File: src/rtl/reset_hub_pkg.sv
package reset_hub_pkg;

  localparam int NUM_CAUSE = 5;
  localparam int CAUSE_WDT = 0;
  localparam int CAUSE_LVD = 1;
  localparam int CAUSE_OPC = 2;
  localparam int CAUSE_PAR = 3;
  localparam int CAUSE_ACC = 4;

  localparam logic [7:0] ILLEGAL_OPC = 8'hFF;

  // strobes from control to datapath
  typedef struct packed {
    logic [NUM_CAUSE-1:0] setCause;  // internal sources seen this cycle
    logic                 hardEvt;   // filtered external pin request
    logic                 rstActive; // reset currently held
  } hubStrobe_t;

endpackage

File: src/rtl/reset_hub_sync.sv
module reset_hub_sync #(
  parameter int           W       = 1,
  parameter logic [W-1:0] RST_VAL = '0
) (
  input  logic         clk,
  input  logic         rstN,
  input  logic [W-1:0] d,
  output logic [W-1:0] q
);

  for (genvar i = 0; i < W; i++) begin : g_bit
    logic meta;
    logic hold;
    always_ff @(posedge clk or negedge rstN) begin
      if (!rstN) begin
        meta <= RST_VAL[i];
        hold <= RST_VAL[i];
      end else begin
        meta <= d[i];
        hold <= meta;
      end
    end
    assign q[i] = hold;
  end

endmodule

File: src/rtl/reset_hub_ctrl.sv
module reset_hub_ctrl
  import reset_hub_pkg::*;
#(
  parameter int FILT_CYC = 320,
  parameter int STRETCH  = 16
) (
  input  logic       clk,
  input  logic       porDet,
  input  logic       extRstN,
  input  logic       wdtOvf,
  input  logic       lvdDet,
  input  logic       ramParityErr,
  input  logic       illegalAccess,
  input  logic       opcodeValid,
  input  logic [7:0] opcodeByte,
  input  logic       debugMode,
  output logic       coreRstN,
  output logic       sysRstN,
  output logic       bootFetch,
  output hubStrobe_t strobe
);

  localparam int FW = $clog2(FILT_CYC + 1);
  localparam int SW = $clog2(STRETCH + 1);

  // power-on: assert at once, release on the clock
  logic [1:0] porPipe;
  always_ff @(posedge clk or posedge porDet) begin
    if (porDet) porPipe <= '0;
    else        porPipe <= {porPipe[0], 1'b1};
  end
  assign coreRstN = porPipe[1];

  logic pinS, accS, parS, lvdS, wdtS;
  reset_hub_sync #(.W(5), .RST_VAL(5'b10000)) u_sync (
    .clk  (clk),
    .rstN (coreRstN),
    .d    ({extRstN, illegalAccess, ramParityErr, lvdDet, wdtOvf}),
    .q    ({pinS, accS, parS, lvdS, wdtS})
  );

  // low-time filter on the external pin
  logic [FW-1:0] lowCnt;
  logic          extFilt;
  always_ff @(posedge clk or negedge coreRstN) begin
    if (!coreRstN)                   lowCnt <= '0;
    else if (pinS)                   lowCnt <= '0;
    else if (lowCnt != FW'(FILT_CYC)) lowCnt <= lowCnt + 1'b1;
  end
  assign extFilt = (lowCnt == FW'(FILT_CYC));

  // illegal opcode detect
  logic opcReq;
  always_ff @(posedge clk or negedge coreRstN) begin
    if (!coreRstN) opcReq <= 1'b0;
    else           opcReq <= opcodeValid && (opcodeByte == ILLEGAL_OPC) && !debugMode;
  end

  logic [NUM_CAUSE-1:0] srcVec;
  always_comb begin
    srcVec            = '0;
    srcVec[CAUSE_WDT] = wdtS;
    srcVec[CAUSE_LVD] = lvdS;
    srcVec[CAUSE_OPC] = opcReq;
    srcVec[CAUSE_PAR] = parS;
    srcVec[CAUSE_ACC] = accS;
  end

  logic anyReq;
  assign anyReq = extFilt | (|srcVec);

  // hold / stretch sequencer
  logic          active;
  logic [SW-1:0] holdCnt;
  always_ff @(posedge clk or negedge coreRstN) begin
    if (!coreRstN) begin
      active    <= 1'b1;
      holdCnt   <= '0;
      bootFetch <= 1'b0;
    end else begin
      bootFetch <= 1'b0;
      if (anyReq) begin
        active  <= 1'b1;
        holdCnt <= '0;
      end else if (active) begin
        if (holdCnt == SW'(STRETCH - 1)) begin
          active    <= 1'b0;
          bootFetch <= 1'b1;
        end else begin
          holdCnt <= holdCnt + 1'b1;
        end
      end
    end
  end

  assign sysRstN          = ~active;
  assign strobe.setCause  = srcVec;
  assign strobe.hardEvt   = extFilt;
  assign strobe.rstActive = active;

endmodule

File: src/rtl/reset_hub_dp.sv
module reset_hub_dp
  import reset_hub_pkg::*;
#(
  parameter int NUM_OSC = 4
) (
  input  logic                 clk,
  input  logic                 coreRstN,
  input  logic                 causeReadClear,
  input  hubStrobe_t           strobe,
  output logic [NUM_OSC-1:0]   oscEn,
  output logic                 padAPullEn,
  output logic [NUM_CAUSE-1:0] causes
);

  logic [NUM_CAUSE-1:0] causeReg;
  logic                 hardKind;

  always_ff @(posedge clk or negedge coreRstN) begin
    if (!coreRstN)          causeReg <= '0;
    else if (strobe.hardEvt) causeReg <= '0;
    else                    causeReg <= (causeReg & ~{NUM_CAUSE{causeReadClear}}) | strobe.setCause;
  end

  // kind of the reset in progress: hard (pin / power-on) or soft
  always_ff @(posedge clk or negedge coreRstN) begin
    if (!coreRstN)                                     hardKind <= 1'b1;
    else if (strobe.hardEvt)                           hardKind <= 1'b1;
    else if ((|strobe.setCause) && !strobe.rstActive)  hardKind <= 1'b0;
  end

  assign oscEn      = {NUM_OSC{~strobe.rstActive}};
  assign padAPullEn = ~(strobe.rstActive & hardKind);
  assign causes     = causeReg;

endmodule

File: src/rtl/reset_hub.sv
module reset_hub
  import reset_hub_pkg::*;
#(
  parameter int REF_CLK_KHZ = 32000,
  parameter int STRETCH     = 16,
  parameter int NUM_OSC     = 4,
  parameter int NUM_PADS    = 8,
  parameter int AW          = 16,
  parameter int VEC_LO_ADDR = 0
) (
  input  logic                 clk,
  input  logic                 porDet,
  input  logic                 extRstN,
  input  logic                 wdtOvf,
  input  logic                 lvdDet,
  input  logic                 ramParityErr,
  input  logic                 illegalAccess,
  input  logic                 opcodeValid,
  input  logic [7:0]           opcodeByte,
  input  logic                 debugMode,
  input  logic                 causeReadClear,
  output logic                 sysRstN,
  output logic                 bootFetch,
  output logic [AW-1:0]        bootVecLo,
  output logic [AW-1:0]        bootVecHi,
  output logic [NUM_OSC-1:0]   oscEn,
  output logic                 padAPullEn,
  output logic                 padBDriveLow,
  output logic [NUM_PADS-1:0]  otherPadOe,
  output logic [NUM_CAUSE-1:0] causes
);

  localparam int FILT_CYC = REF_CLK_KHZ * 10 / 1000;

  hubStrobe_t strobe;
  logic       coreRstN;

  reset_hub_ctrl #(.FILT_CYC(FILT_CYC), .STRETCH(STRETCH)) u_ctrl (
    .clk           (clk),
    .porDet        (porDet),
    .extRstN       (extRstN),
    .wdtOvf        (wdtOvf),
    .lvdDet        (lvdDet),
    .ramParityErr  (ramParityErr),
    .illegalAccess (illegalAccess),
    .opcodeValid   (opcodeValid),
    .opcodeByte    (opcodeByte),
    .debugMode     (debugMode),
    .coreRstN      (coreRstN),
    .sysRstN       (sysRstN),
    .bootFetch     (bootFetch),
    .strobe        (strobe)
  );

  reset_hub_dp #(.NUM_OSC(NUM_OSC)) u_dp (
    .clk            (clk),
    .coreRstN       (coreRstN),
    .causeReadClear (causeReadClear),
    .strobe         (strobe),
    .oscEn          (oscEn),
    .padAPullEn     (padAPullEn),
    .causes         (causes)
  );

  assign bootVecLo    = AW'(VEC_LO_ADDR);
  assign bootVecHi    = AW'(VEC_LO_ADDR + 1);
  assign padBDriveLow = 1'b1;
  assign otherPadOe   = '0;

endmodule

File: config.mk
export PLATFORM = sky130hd
export DESIGN_NAME = reset_hub
export DESIGN_NICKNAME = d
export VERILOG_FILES = /design/src/rtl/reset_hub_pkg.sv /design/src/rtl/reset_hub_sync.sv /design/src/rtl/reset_hub_ctrl.sv /design/src/rtl/reset_hub_dp.sv /design/src/rtl/reset_hub.sv
export SDC_FILE = /design/constraint.sdc
export NUM_CORES = 1
export LEC_CHECK = 0
export ABC_AREA = 1
export BUFFER_PORTS_ARGS = -buffer_cell sky130_fd_sc_hd__buf_2
export CORE_MARGIN = 2
export CORE_UTILIZATION = 45
export CTS_CLUSTER_SIZE = 25
export DETAILED_ROUTE_END_ITERATION = 10
export PLACE_DENSITY = 0.74
export SLEW_MARGIN = 20
export SYNTH_ARGS = -nofsm -noshare
export SYNTH_HDL_FRONTEND = slang
export SYNTH_SLANG_ARGS = --single-unit
File: constraint.sdc
create_clock -name clk -period 2.8 [get_ports clk]
set_input_delay 0.28 -clock clk [delete_from_list [all_inputs] [get_ports clk]]
set_output_delay 0.28 -clock clk [all_outputs]
set_load 0.01 [all_outputs]
* After elaboration in Yosys (flattened, before gate mapping) *
Cells that the tools add are included.

storage, ports and cells
  register bits after elaboration = 35
  latch bits = 0
  memory bits (writable) = 0
  memory bits (read-only) = 0
  input bits = 18
  output and inout port bits = 53
  logic and storage cells = 56
  memories kept = 0

operators by class
  add/subtract/negate cells = 2
  multiply operators = 0
  div/mod/pow operators = 0
  order comparisons = 0
  equality and inequality tests = 5
  shift-type cells = 0
  multiplexer cells = 14
  bitwise logic cells = 7
  reductions and logical operators = 10

operators by type and width
  cell                                                   count
  two-way mux 5 bit                                      4
  two-way mux 9 bit                                      2
  adder 9 x 1 -> 9 bit, second input constant            1
  == test 9 bit, second input constant                   1
  inequality test 9 bit, second input constant           1
  == test 8 bit, second input constant                   1
  two-way mux 1 bit                                      8
  nonzero test 2 bit                                     3
  adder 5 x 1 -> 5 bit, second input constant            1
  bitwise AND 5 bit                                      1
  == test 5 x 4 -> 1 bit, second input constant          1
  NOT 5 bit                                              1
  bitwise OR 5 bit                                       1
  OR reduction 5 bit                                     1
  logical AND 1 bit                                      3
  zero test 1 bit                                        2
  inequality test 2 x 1 -> 1 bit, second input constant  1
  NOT 1 bit                                              2
  AND reduction 2 bit                                    1
  bitwise AND 1 bit                                      1
  bitwise OR 1 bit                                       1

* Logic depth before layout (Yosys ltp) *
Gate-level depths: netlist of the first run.

  depth after elaboration = 4
  mapped depth = 11
  depth with buffers taken out = 11

* Modules after synthesis *
A second synthesis of the first run with hierarchy kept.

unflattened totals
  cells, all modules = 224
  area total of the unflattened synthesis = 1,906.8 sq um

by module, submodules not included
  module          times used  cells an instance  area an instance (sq um)  sequential area each (sq um)
  reset_hub_ctrl  1           137                1,041.0                   476.7
  reset_hub       1           43                 315.3                     0.0
  reset_hub_sync  1           15                 290.3                     252.7
  reset_hub_dp    1           29                 260.2                     151.4

* Least setup slack after synthesis of the first run *
OpenSTA, ideal clock, no wires.

  kind = reg-to-reg
  from = register u_ctrl.holdCnt[0]
  to = register u_ctrl.holdCnt[3]
  setup time = 0.115 ns
  data arrival time = 1.309 ns
  data required time = 2.685 ns
  setup slack = 1.376 ns
  stages on the path, launching flop included = 11
  path buffers = 0
  clock period less this slack = 1.424 ns
  path through = dfrtp_1 ha_1 inv_1 nor3_1 ha_1 inv_1 nand2_2 inv_1 nand3_1 nand2_1 nor2_4

on the way
  cells in the longest elaborated chain, start to end = 4
  elaborated cells on any way between the ends = 7
  classes of those cells = add/sub: 1; eq/ne: 2; mux: 3; reduce/logical: 1

ends and longest elaborated chain
  element                 line                  text
  from (decl)             reset_hub_ctrl.sv:74  logic [SW-1:0] holdCnt;
  from (signal assigned)  reset_hub_ctrl.sv:90  holdCnt <= holdCnt + 1'b1;
  adder 5 x 1 -> 5 bit    reset_hub_ctrl.sv:90
  two-way mux 5 bit       reset_hub_ctrl.sv:86  if (holdCnt == SW'(STRETCH - 1)) begin
  two-way mux 5 bit       reset_hub_ctrl.sv:85  end else if (active) begin
  two-way mux 5 bit       reset_hub_ctrl.sv:82  if (anyReq) begin

Several ways; a longest one is shown, not always the timed one. The select of a mux whose other input is x is not followed.
A chain may end at the register's enable or synchronous reset.

* Final worst setup path of the first run *
Same ends and word-level chain as after synthesis.

==> results.yml, run 1 <==
worst_setup_path:
  cp.arrival_ps: 1780
  r2r_start: "u_ctrl.holdCnt[0]"
  crit_start: "u_ctrl.holdCnt[0]"
  start_kind: "flop"
  worstPathMaxFanout: 7
  end_kind: "flop"
  timing_worst_setup_path_type: "flop to flop"
  cp.required_ps: 2990
cts:
  cts_buffers: 5
  cts_setup_buffers: 0
  cts.sinks: 35
  cts_root_buf: "clkbuf_8"
  ctsHtreeMaxLevel: 2
  clk_latency_ps: 290
  cts_tree: "yes"
  clkTransAtPathRegs_ps: 70
  cts_buffer_depth: 2
die:
  die_w_um: 68.4
  die-area_um2: 4680
  ios: 71
  die_h_um: 68.4
  rows: 23
  core_area_um2: 4000
  initial_core_util_pct: 46.7
status:
  status: "finished, final reports clean"
min_path:
  min_path_type: "primary input to flop"
  hold_start: "extRstN"
layout:
  fin_cells: 291
  nets: 262
  final_common_cell: "conb_1"
  diodes: 0
  syn_to_final_growth_pct: 7.90
  mostFrequentLayoutCells: "42 x conb_1, 32 x nand2_1, 31 x dfrtp_1, 29 x buf_2, 20 x inv_1"
  drive_gt1_share_pct: 23.7
synth:
  synth_area_leaders: "dfrtp_1 42%, buf_4 18%, nand2_1 6.4%, dfstp_2 5.6%, inv_1 4.0%"
  synth_seq_cells: 35
  synth.avg_cell_area_um2: 9.02
  ys_seq_area_share_pct: 47.2
  synth_cells: 207
  yosysTopAreaCell: "dfrtp_1"
  yosysWarnings: 0
  yosysUniqueCellTypes: 21
  synth_top_area_share_pct: 41.5
  synth_area_um2: 1870
timing:
  rsz0062_at_grt: "no"
  post-route-period-util_pct: 56.7
  timing.final.ws_setup_ps: 1210
  hold_violations: 0
  slew_violations: 0
  tns_ps: 0
  setup_viol: 0
  min_period_ps: 1590
  clock_skew_ps: 6.12
  fmax_ghz: 0.629
power:
  p_per_area_nw_per_um2: 528
  irDropWorstVdd_mv: 0.363
  p_leak_nw: 1.03
  power_mw: 1.06
drt:
  first_pass_iters: 4
  wirelength_mm: 2.67
  via_per_inst: 4.17
  vias: 1214
  drt_iter0_drc: 52
  ant_nets: 0
  drcViolationCount: 0
  wl_per_cell_um: 9.16
placed_design:
  dp.cells: 282
  gp_congestion: 0.863
  port_buffers: 29
  pre_cts_ws_ps: 1220
  dp_hpwl_mm: 1.99
global_route:
  grt_pass1_wl_mm: 4.35
  grt_max_degree: 32
  grt_pass1_vias: 1013
  antenna_found_initial: 0
  grt_usage_pct: 13.2
  grt-ovfl-total: 0
job:
  max_cap_violations: 0
Yosys cell counts, drive strengths merged:
master,number
nand3,11
a21oi,9
nor3,2
nand4,4
nor2,28
inv,22
nand2,37
ha,4
o21ai,4
xor2,2
clkinv,2
dfrtp,31
dfstp,4
buf,45
conb,2
layout make-up:
cell class	instances	area (µm²)
clock buffers	6	72.6
flip-flops and latches	35	881
fillers	375	1980
clock inverters	2	37.5
well taps	50	62.6
inverters	24	92.6
multi-input cells	143	707
repair buffers	31	163
sequential cells by signal, indices dropped and copies added, names as in the netlist:
signal / cells
u_dp.hardKind: 1
u_ctrl.holdCnt: 5
u_ctrl.u_sync.g_bit.meta: 5
u_dp.causes: 5
u_ctrl.opcReq: 1
u_ctrl.lowCnt: 9
u_ctrl.porPipe: 2
u_ctrl.u_sync.g_bit.hold: 5
u_ctrl.bootFetch: 1
u_ctrl.active: 1
kinds of logic after synthesis:
logic type                 after synthesis  share of synthesized area (%)
and+or+nand+nor                         82                           22.3
buffers and inverters                   69                           23.0
DFF                                     35                           47.2
AOI/OAI and AO/OA                       13                           3.48
adders and majority gates                4                           2.68
xor gates and xnor gates                 2                          0.938
other                                    2                          0.402
per-layer routing:
layer | GRT usage [%] | vias to the layer above | part of all wire, %
li1 | - | 619 | -
met1 | 16.4 | 544 | 44
met2 | 18.4 | 45 | 46
met3 | 4.93 | 6 | 7.6
met4 | 10.0 | 0 | 2.9
met5 | 0 | - | 0
worst max-delay path, stage by stage, from the launching register on:
cell,delay [ps]
dfrtp_1,400
ha_1,190
inv_1,50
nor3_1,150
ha_1,200
inv_1,50
nand2_2,110
inv_1,100
nand2_1,70
nand2_1,50
nand2_1,90
nor2_4,30
through the flow:
step	hold slack, ps	utilization (%)	instance area, µm²
finish	85.2	50.4	2020
global route	64.8	50.4	2020
CTS	71.8	50.4	2020
detailed placement	130	47.4	1900
global placement	129	47.4	1900
floorplan	21.2	-	2020
worst paths after layout:
check / endpoint / slack, ps / cells past startpoint
min in group asynchronous: u_ctrl.u_sync.g_bit[4].meta / 220 / 0
hold reg to reg: u_ctrl.u_sync.g_bit[4].meta / 220 / 0
setup reg to reg: u_ctrl.holdCnt[3] / 1210 / 11
hold / removal: u_ctrl.u_sync.g_bit[4].meta / 90 / 1
setup / recovery: u_ctrl.holdCnt[3] / 1210 / 11
max in group asynchronous: u_ctrl.active / 2150 / 1
timing repair:
action                                 4_1_cts  5_1_grt
endpoints found under the hold margin        2        0
gates resized for setup                      0        0
hold buffers                                 1        0
where the power goes:
group	internal, mW	total, mW	switching (mW)
registers	0.523	0.535	0.0112
logic	0.0240	0.0822	0.0581
clock network	0.265	0.447	0.182
Power figures use the tool's default switching activity.
==> run 2, diff against run 1 <==
==> constraint.sdc (replaced) <==
create_clock -name clk -period 1.6 [get_ports clk]
set_input_delay 0.16 -clock clk [delete_from_list [all_inputs] [get_ports clk]]
set_output_delay 0.16 -clock clk [all_outputs]
set_load 0.01 [all_outputs]
==> results.yml, run 2 (synthesized netlist as in run 1, its figures left out) <==
status:
  status: "finished, final reports clean"
layout:
  mostFrequentLayoutCells: "42 x conb_1, 32 x nand2_1, 31 x dfrtp_1, 29 x buf_2, 20 x inv_1"
  drive_gt1_share_pct: 24.0
  largest-register: "u_ctrl.lowCnt"
  nets: 267
  syn_to_final_growth_pct: 10.6
  largest_reg_flops: 9
  fin_cells: 296
  final_common_cell: "conb_1"
  diodes: 0
  post-route-util_pct: 51.6
  design_area_um2: 2070
power:
  irDropWorstVdd_mv: 0.535
  p_leak_nw: 1.04
  power_mw: 1.71
  p_per_area_nw_per_um2: 827
drt:
  ant_nets: 0
  drt_iter0_drc: 43
  first_pass_iters: 4
  wl_per_cell_um: 9.48
  via_per_inst: 4.23
  wirelength_mm: 2.81
  drcViolationCount: 0
  vias: 1253
global_route:
  grt_use_met3_pct: 3.13
  met1_usage_pct: 16.1
  grt_pass1_vias: 1101
  grt_max_degree: 27
  busiest_layer: "met2"
  antenna_found_initial: 0
  grt-ovfl-total: 0
  grt_usage_pct: 13.7
  grt_util_met2_pct: 20.9
  grt_pass1_wl_mm: 4.48
worst_setup_path:
  timing_worst_setup_path_type: "flop to flop"
  start_kind: "flop"
  worstPathCellList: "ha_1 > inv_1 > nor3_2 > ha_2 > inv_1 > nand2_4 > inv_1 > nand3_1 > nand2_1 > nor2_4"
  end_kind: "flop"
  crit_path_frequent_cell: "inv_1"
  crit_slowest_cell: "dfrtp_1"
  worstPathMaxFanout: 7
  crit_path_max_incr_delay_ps: 410
  crit_family: "flip-flops"
  cp_num_buf_inv: 3
  cp.required_ps: 1790
  cp.arrival_ps: 1690
placed_design:
  gp_congestion: 0.877
  dp_hpwl_mm: 2.06
  dp.cells: 282
  port_buffers: 29
  place_area_um2: 1910
  pre_cts_ws_ps: 46.1
timing:
  hold_violations: 0
  hold_ws_ps: 89.9
  clock_skew_ps: 6.04
  min_period_ps: 1500
  timing.final.ws_setup_ps: 97.4
  setup_viol: 0
  post-route-period-util_pct: 93.9
  slew_violations: 0
  tns_ps: 0
  fmax_ghz: 0.666
die:
  die_w_um: 68.4
  die-area_um2: 4680
  die_h_um: 68.4
  ios: 71
  initial_core_util_pct: 46.7
  rows: 23
  core_area_um2: 4000
cts:
  cts_setup_buffers: 0
  clkTransAtPathRegs_ps: 70
  cts_root_buf: "clkbuf_8"
  cts_buffer_depth: 2
  cts.sinks: 35
  clk_latency_ps: 290
  cts_tree: "yes"
  ctsHtreeMaxLevel: 2
  cts_buffers: 5
job:
  max_cap_violations: 0
min_path:
  min_path_type: "primary input to flop"
## run 2: cell count changes in the layout (fill, tap and decap cells not counted), sizes merged
| cell | change |
|---|---|
| dlygate4sd3 | +5 |
| bufinv | -1 |
| clkinv | +1 |
## run 2: what timing repair did
action | in CTS | in global routing
setup endpoints to repair | 0 | 5
gates resized for setup | 0 | 3
hold buffers | 6 | 0
endpoints found under the hold margin | 7 | 0
## run 2: worst paths after layout
kind                       depth (start not counted)                end         startpoint  slack [ps]
min                                                3      u_ctrl.opcReq      opcodeByte[0]          90
min in group asynchronous                          0   u_ctrl.lowCnt[4]  u_ctrl.porPipe[1]         150
min reg2reg                                        0   u_ctrl.lowCnt[4]  u_ctrl.porPipe[1]         150
max in group asynchronous                          1      u_dp.hardKind  u_ctrl.porPipe[1]         910
max                                               10  u_ctrl.holdCnt[3]  u_ctrl.holdCnt[0]         100
max reg2reg                                       10  u_ctrl.holdCnt[3]  u_ctrl.holdCnt[0]         100
## run 2: tightest hold or removal path, delay by kind of cell
| family | cells | cell delay, ps |
|---|---|---|
| simple gates | 2 | 90 |
| buf+inv | 1 | 90 |
## run 2: cell type report
type	instances	area, µm²
inverters	24	92.6
clock buffers	6	72.6
clock inverters	2	12.5
flip-flops and latches	35	881
multi-input cells	143	719
fillers	395	1930
repair buffers	36	225
well taps	50	62.6
## run 2: routing by layer
| metal | wire length [µm] | vias to the layer above |
|---|---|---|
| met2 | 1400 | 47 |
| met3 | 163 | 7 |
| li1 | - | 628 |
| met1 | 1140 | 571 |
| met5 | 0 | - |
| met4 | 99 | 0 |
## run 2: report_power, final
part           internal (mW)  switching (mW)  leakage [nW]  total (mW)
Clock                  0.304           0.309        0.0412       0.613
Combinational         0.0535           0.102         0.563       0.155
Sequential             0.916          0.0230         0.436       0.939
Total                   1.27           0.434          1.04        1.71
